File: src/rtl/ocmp_pkg.sv
package ocmp_pkg;

    typedef enum logic [2:0] {
        MODE_TIMING = 3'b000,
        MODE_SET    = 3'b001,
        MODE_CLR    = 3'b010,
        MODE_TOG    = 3'b011,
        MODE_FLO    = 3'b100,
        MODE_FHI    = 3'b101,
        MODE_PWM_A  = 3'b110,
        MODE_PWM_B  = 3'b111
    } oc_mode_e;

    typedef enum logic {
        PREP_LOW  = 1'b0,
        PREP_HIGH = 1'b1
    } prep_state_e;

    typedef struct packed {
        logic eq;
        logic lt;
        logic gt;
    } cmp_flags_t;

endpackage

File: src/rtl/ocmp_regs.sv
module ocmp_regs
    import ocmp_pkg::*;
#(
    parameter int CW = 16
) (
    input  logic          clk,
    input  logic          rst_n,
    input  logic          cfg_we,
    input  logic [2:0]    wr_mode,
    input  logic          wr_shadow,
    input  logic          cmp_we,
    input  logic [CW-1:0] wr_cmp,
    input  logic          upd_evt,
    output oc_mode_e      mode_q,
    output logic          shadow_q,
    output logic [CW-1:0] cmp_act
);

    localparam logic [CW-1:0] CMP_RST = '0;

    logic [CW-1:0] cmp_stage;

    // configuration: mode and shadow bit
    always_ff @(posedge clk or negedge rst_n) begin
        if (!rst_n) begin
            mode_q   <= MODE_TIMING;
            shadow_q <= 1'b0;
        end else if (cfg_we) begin
            mode_q   <= oc_mode_e'(wr_mode);
            shadow_q <= wr_shadow;
        end
    end

    // staging copy always follows writes
    always_ff @(posedge clk or negedge rst_n) begin
        if (!rst_n) begin
            cmp_stage <= CMP_RST;
        end else if (cmp_we) begin
            cmp_stage <= wr_cmp;
        end
    end

    // active copy: direct write when unshadowed, else update event
    always_ff @(posedge clk or negedge rst_n) begin
        if (!rst_n) begin
            cmp_act <= CMP_RST;
        end else if (cmp_we && !shadow_q) begin
            cmp_act <= wr_cmp;
        end else if (upd_evt) begin
            cmp_act <= cmp_stage;
        end
    end

endmodule

File: src/rtl/ocmp_match.sv
module ocmp_match
    import ocmp_pkg::*;
#(
    parameter int CW = 16
) (
    input  logic [CW-1:0] cnt_val,
    input  logic [CW-1:0] cmp_act,
    output cmp_flags_t    flags
);

    always_comb begin
        flags.eq = (cnt_val == cmp_act);
        flags.lt = (cnt_val <  cmp_act);
        flags.gt = (cnt_val >  cmp_act);
    end

endmodule

File: src/rtl/ocmp_prep_fsm.sv
module ocmp_prep_fsm
    import ocmp_pkg::*;
(
    input  logic        clk,
    input  logic        rst_n,
    input  oc_mode_e    mode,
    input  cmp_flags_t  flags,
    input  logic        cnt_en,
    input  logic        cnt_down,
    output prep_state_e state_q
);

    prep_state_e state_d;
    logic        hit;
    logic        pwm_hi;

    always_comb begin
        hit    = cnt_en && flags.eq;
        pwm_hi = cnt_down ? !flags.gt : flags.lt;
    end

    // state register
    always_ff @(posedge clk or negedge rst_n) begin
        if (!rst_n) begin
            state_q <= PREP_LOW;
        end else begin
            state_q <= state_d;
        end
    end

    // transition rules per mode
    always_comb begin
        state_d = state_q;
        unique case (mode)
            MODE_TIMING: state_d = state_q;
            MODE_SET:    if (hit) state_d = PREP_HIGH;
            MODE_CLR:    if (hit) state_d = PREP_LOW;
            MODE_TOG:    if (hit) state_d = (state_q == PREP_HIGH) ? PREP_LOW : PREP_HIGH;
            MODE_FLO:    state_d = PREP_LOW;
            MODE_FHI:    state_d = PREP_HIGH;
            MODE_PWM_A:  state_d = pwm_hi ? PREP_HIGH : PREP_LOW;
            MODE_PWM_B:  state_d = pwm_hi ? PREP_LOW : PREP_HIGH;
        endcase
    end

endmodule

File: src/rtl/ocmp_polarity.sv
module ocmp_polarity #(
    parameter int NOUT = 2
) (
    input  logic            prep,
    input  logic [NOUT-1:0] pol,
    output logic [NOUT-1:0] outs
);

    // even index: true sense, odd index: complementary sense
    for (genvar i = 0; i < NOUT; i++) begin : g_out
        if ((i % 2) == 0) begin : g_true
            assign outs[i] = prep ^ pol[i];
        end else begin : g_inv
            assign outs[i] = ~prep ^ pol[i];
        end
    end

endmodule

File: src/rtl/ocmp_channel.sv
module ocmp_channel
    import ocmp_pkg::*;
#(
    parameter int CW = 16
) (
    input  logic          clk,
    input  logic          rst_n,
    input  logic [CW-1:0] cnt_val,
    input  logic          cnt_down,
    input  logic          cnt_en,
    input  logic          upd_evt,
    input  logic          cfg_we,
    input  logic [2:0]    wr_mode,
    input  logic          wr_shadow,
    input  logic          cmp_we,
    input  logic [CW-1:0] wr_cmp,
    input  logic          pol_main,
    input  logic          pol_comp,
    output logic          oc_prep,
    output logic          oc_main,
    output logic          oc_comp
);

    localparam int NOUT = 2;

    oc_mode_e      mode_q;
    logic          shadow_q;
    logic [CW-1:0] cmp_act;
    cmp_flags_t    flags;
    prep_state_e   prep_q;
    logic [NOUT-1:0] pol_vec;
    logic [NOUT-1:0] out_vec;

    ocmp_regs #(.CW(CW)) u_regs (
        .clk      (clk),
        .rst_n    (rst_n),
        .cfg_we   (cfg_we),
        .wr_mode  (wr_mode),
        .wr_shadow(wr_shadow),
        .cmp_we   (cmp_we),
        .wr_cmp   (wr_cmp),
        .upd_evt  (upd_evt),
        .mode_q   (mode_q),
        .shadow_q (shadow_q),
        .cmp_act  (cmp_act)
    );

    ocmp_match #(.CW(CW)) u_match (
        .cnt_val(cnt_val),
        .cmp_act(cmp_act),
        .flags  (flags)
    );

    ocmp_prep_fsm u_fsm (
        .clk     (clk),
        .rst_n   (rst_n),
        .mode    (mode_q),
        .flags   (flags),
        .cnt_en  (cnt_en),
        .cnt_down(cnt_down),
        .state_q (prep_q)
    );

    assign pol_vec = {pol_comp, pol_main};

    ocmp_polarity #(.NOUT(NOUT)) u_pol (
        .prep(prep_q == PREP_HIGH),
        .pol (pol_vec),
        .outs(out_vec)
    );

    always_comb begin
        oc_prep = (prep_q == PREP_HIGH);
        oc_main = out_vec[0];
        oc_comp = out_vec[1];
    end

endmodule

File: config.mk
export PLATFORM = sky130hd
export DESIGN_NAME = ocmp_channel
export DESIGN_NICKNAME = d
export VERILOG_FILES = /design/src/rtl/ocmp_pkg.sv /design/src/rtl/ocmp_regs.sv /design/src/rtl/ocmp_match.sv /design/src/rtl/ocmp_prep_fsm.sv /design/src/rtl/ocmp_polarity.sv /design/src/rtl/ocmp_channel.sv
export SDC_FILE = /design/constraint.sdc
export NUM_CORES = 1
export LEC_CHECK = 0
export ABC_AREA = 1
export BUFFER_PORTS_ARGS = -buffer_cell sky130_fd_sc_hd__buf_4
export CORE_AREA = 8 8 86 88
export DETAILED_ROUTE_END_ITERATION = 12
export DIE_AREA = 0 0 94 96
export GPL_ROUTABILITY_DRIVEN = 1
export GPL_TIMING_DRIVEN = 0
export MAX_ROUTING_LAYER = met4
export PLACE_DENSITY = 0.66
export SYNTH_ARGS = -nofsm -noshare
export SYNTH_HDL_FRONTEND = slang
export SYNTH_SLANG_ARGS = --single-unit
File: constraint.sdc
create_clock -name clk -period 1.7 [get_ports clk]
set_input_delay 0.34 -clock clk [delete_from_list [all_inputs] [get_ports clk]]
set_output_delay 0.34 -clock clk [all_outputs]
set_load 0.005 [all_outputs]
[Yosys cells after proc, flatten, opt, wreduce, memory -nomap -nowiden]
Cells that the tools add are included.
Widths: inputs -> output; s select.
Word-level totals
  ROM bits: 0
  latch bits: 0
  memories kept: 0
  bits in registers: 37
  bits in writable memories: 0
  word-level logic and storage cells: 39
  output and inout port bits: 3
Operators by class
  mux-type cells: 10
  add/subtract/negate cells: 0
  shift operators: 0
  div/mod/pow operators: 0
  order comparisons: 2
  eq/ne operators: 11
  multipliers: 0
  bitwise logic cells: 4
  reductions and logical operators: 7
Operators by type and width (count)
  $mux 16: 2
  $eq 16x16->1: 1
  $gt 16x16->1: 1
  $lt 16x16->1: 1
  $eq 3x3->1 const B: 4
  $mux 1: 7
  $pmux 1 s7: 1
  $eq 3x2->1 const B: 2
  $ne 2x1->1 const B: 3
  $reduce_and 4->1: 1
  $eq 3x1->1 const B: 1
  $logic_not 3->1: 1
  $logic_and 1x1->1: 2
  $logic_not 1->1: 2
  $not 1->1: 2
  $reduce_bool 2->1: 1
  $xor 1x1->1: 2

[Logic depth before layout (Yosys ltp)]
  depth after elaboration: 5
  depth in mapped cells: 14
  mapped depth without buffers: 14

[By module]
Synthesis repeated with hierarchy kept, for this count alone.
Unflattened totals
  cell total of the unflattened synthesis: 307
  area total of the unflattened synthesis: 2208.4 um^2
By module, submodules not included
  ocmp_regs: sequential area each 900.9 um^2, cells each 206, area each 1629.1 um^2, times used 1
  ocmp_match: sequential area each 0.0 um^2, cells each 73, area each 439.2 um^2, times used 1
  ocmp_prep_fsm: sequential area each 25.0 um^2, cells each 19, area each 106.4 um^2, times used 1
  ocmp_polarity: sequential area each 0.0 um^2, cells each 9, area each 33.8 um^2, times used 1

[Worst setup path before layout]
No wires, ideal clock.
  kind: register to register
  from: reg u_regs.cmp_act[15]
  to: reg u_fsm.state_q
  stages on the path, launching flop included: 12
  setup time: 116 ps
  required time: 1584 ps
  setup slack: 304 ps
  arrival time: 1280 ps
  cell sequence: dfrtp_1 > inv_1 > ha_1 > nand2_1 > nor2_2 > nand2_1 > nor2_2 > o2111ai_1 > nand3_1 > nand2_1 > inv_1 > nand2_1
Between the ends
  cells in the longest elaborated chain, start to end: 5
RTL lines
  start, declared: line ocmp_regs.sv:16  | output logic [CW-1:0] cmp_act
  start signal, assigned: line ocmp_regs.sv:48  | cmp_act <= wr_cmp;
  start signal, assigned: line ocmp_regs.sv:50  | cmp_act <= cmp_stage;
  $gt 16x16->1: line ocmp_match.sv:14  | flags.gt = (cnt_val > cmp_act);
  $logic_not 1->1: line ocmp_prep_fsm.sv:19  | pwm_hi = cnt_down ? !flags.gt : flags.lt;
  $mux 1: line ocmp_prep_fsm.sv:19
  $mux 1, on equally long branches: line ocmp_prep_fsm.sv:42, ocmp_prep_fsm.sv:41
  $pmux 1 s7: line ocmp_prep_fsm.sv:34  | unique case (mode)
  end signal, assigned: line ocmp_prep_fsm.sv:27  | state_q <= state_d;
  end, declared: line ocmp_prep_fsm.sv:10  | output prep_state_e state_q
Several ways; a longest one is shown, not always the timed one.
A chain may end at the register's enable or synchronous reset.

[Worst setup path after layout]
  from: reg u_regs.cmp_act[7]
  to: reg u_fsm.state_q
Same word-level chain as after synthesis.

==> results by group <==
Run status
  • Status: finished, violations left
  • Failing checks: hold timing

Die
  • Starting Density: 0.332
  • Top-Level Pins: 48
  • Die height: 96 um
  • Number of cell rows: 29
  • Die area: 9020 um^2
  • Core region area: approximately 6100 um^2
  • Die Span X: around 94 um

Hold path
  • Hold WC Path Type: in -> async

Setup path
  • CP cell instances: inv_1 -> ha_1 -> nand2_2 -> nor2_4 -> nand3_1 -> nand3_1 -> nand2_1 -> nand2_2 -> nand2_1 -> nand2_1 -> nand2_1 -> nand2_1 -> nand2_1
  • CP peak stage delay: around 0.32 ns
  • Type of origin of the critical path: flip-flop
  • Data required, critical path: between 1.5 and 2 ns
  • Crit Path Max Fanout: 4
  • Critical path arrival: 1.74 ns
  • CP max-delay cell: dfrtp_1
  • Crit. End Element: flip-flop
  • CP dominant cell by count: nand2_1
  • CP Class: reg -> reg

Final layout
  • Fillers: 637
  • Commonest non-fill, non-tap cell in the layout: o21ai_0
  • Commonest non-fill, non-tap cells in the layout: o21ai_0 (49), inv_1 (48), nand2_1 (47), buf_4 (47), dfrtp_1 (37)
  • Fin nets: 367
  • Post-layout util: 0.427
  • Ratio of cells with drive above 1 in the final layout: 0.212
  • Layout Cell Area excl Fill: 2600 um^2
  • N_diodes: 0
  • Area delta synth->final: 28.6%

Yosys
  • Top cell type's share of synthesized area: 0.458
  • Leading area contributor after synthesis: dfrtp_1
  • Syn nets: ~310
  • Synth area leaders: dfrtp_1 (46%), o21ai_0 (12%), ha_1 (9.9%)
  • Mean post-synth cell area: 8.03 um^2
  • Seq cells post-synth: 37
  • Distinct cells, synth: 19
  • Post-Syn Instances: 252
  • Mapped cell area: 2020 um^2
  • Syn. warnings: 0
  • Seq/Total Area, Yosys: 0.458

Route
  • Drt via density: 4.67
  • Iter 0 DRT Violations: 86
  • Routed Antenna Nets: 0
  • Drt pass-1 iters: 4
  • DRC Markers: 0
  • Wire per inst: 12.6 um
  • Routed vias: 1,795
  • Final WL: 4820 um

STA
  • Setup_tns: 0 ns
  • Max_slew headroom: 0.685
  • Setup violators final: 0
  • FMAX: 644 MHz
  • RSZ-0062 raised after global routing: no
  • Period utilization: 0.914
  • Pins Over Slew Limit: 0
  • Tmin final: 1.55 ns
  • WHS: -0.00213 ns
  • Worst clock skew: around 0.0043 ns
  • Worst Max-Slew Pin Slew: between 0.4 and 0.5 ns
  • Final count of hold timing violations: 1

Global routing
  • Grt total ovfl: 0
  • First-pass GRT wire length: 7960 um
  • Vias in the first global route: 1,799
  • Pin count of the biggest net entering global routing: 38
  • Antenna violations before repair: 0
  • Tot GR Track Use: 0.115

Clock network
  • CTS H-tree lvls: 2
  • Worst-path clk slew: 0.08 ns
  • # Post-CTS Setup Buffers: 0
  • CTS tree: done
  • Clock root cell: clkbuf_8
  • Clock sinks: 37
  • CTS Buf Count: 5
  • Max Root-Sink Buffers: 2
  • Clk Latency, worst-skew pair: 0.29 ns

Placement
  • Post-place instance area: roughly 2500 um^2
  • Routability cong.: 0.831
  • Hpwl dp: between 3000 and 4000 um
  • Port buffer count: 47

Power and ir drop
  • Pwr Density: 913 nW/um^2
  • Worst ir drop on vdd: 0.000333 V
  • LEAKAGE: between 0.001 and 0.0015 uW

Job
  • MaxCap Viol Count: 0
-- synthesized netlist by cell type, drive strengths merged --
cell type,count
nor2,4
o21ai,70
ha,16
nand2,50
o2111ai,1
inv,48
dfrtp,37
xnor2,1
nand3,8
a21oi,5
o31ai,1
xor2,1
clkbuf,4
nor3,2
buf,4
-- repair_timing --
item,4_1_cts,5_1_grt
hold buffers,0,0
resized for setup,0,1
endpoints found under the setup margin,0,1
hold endpoints to repair,0,0
-- logic make-up after synthesis --
logic type      count (synthesis)  synth area share
compound gates                 77             0.194
xor+xnor                        2           0.00866
fa+ha+maj                      16            0.0989
buf+inv                        56             0.106
flops                          37             0.458
simple gates                   64             0.135
-- final timing paths --
kind,start,to,slack [ns],cells past startpoint
setup / recovery,u_regs.cmp_act[7],u_fsm.state_q,0.15,13
hold / removal,rst_n,u_regs.cmp_stage[9],-0.002,1
setup reg to reg,u_regs.cmp_act[7],u_fsm.state_q,0.15,13
hold reg to reg,u_regs.cmp_act[9],u_regs.cmp_act[9],0.52,2
max in group asynchronous,rst_n,u_regs.cmp_stage[6],1.36,1
min in group clk,wr_cmp[15],u_regs.cmp_stage[15],0.27,3
-- through the flow --
| step | worst slack, ns | hold slack (ns) | power (uW) | std cells |
|---|---|---|---|---|
| after detailed placement | 0.0399 | 0.332 | 1600 | 376 |
| after global placement | 0.0626 | 0.328 | 1580 | 376 |
| after CTS | 0.116 | 0.0158 | 2390 | 384 |
| after floorplan | 0.304 | 0.0444 | 1370 | 252 |
| after global routing | 0.000494 | 0.0306 | 2530 | 384 |
| final | 0.146 | -0.00213 | 2370 | 384 |
-- state kept, by name, indices dropped and copies added, names as in the netlist --
register	count
u_regs.shadow_q	1
u_fsm.state_q	1
u_regs.cmp_act	16
u_regs.cmp_stage	16
u_regs.mode_q	3
-- worst max-delay path: cells and delay by family (launching register included) --
kind          cells  cell delay, ns
fa+ha+maj         1            0.30
buf+inv           1            0.06
simple gates     11            0.76
flops             1            0.32
-- layer usage --
layer / wire [um] / share of wire / GRT usage / vias to the layer above
li1: - / - / - / 919
met1: 2160 / 0.45 / 0.129 / 822
met2: 2260 / 0.47 / 0.187 / 48
met3: 328 / 0.068 / 0.0437 / 6
met4: 65 / 0.013 / 0.0357 / 0
met5: 0 / 0 / - / -
-- where the power goes --
| group | internal (uW) | switching, uW |
|---|---|---|
| Sequential | 983 | 38.4 |
| Combinational | 250 | 312 |
| Clock | 478 | 314 |
| Total | 1710 | 664 |
-- final cells by class --
class                   count  area, um^2  share of cell area
flip-flops and latches     37         926               0.356
multi-input cells         159         895               0.344
repair buffers             47         353               0.136
inverters                  48         180              0.0693
well taps                  77        96.3              0.0370
clock buffers               7        86.3              0.0332
plain buffers               8        35.0              0.0135
clock inverters             1        30.0              0.0115
No activity file was read; power rests on OpenSTA's default activity.
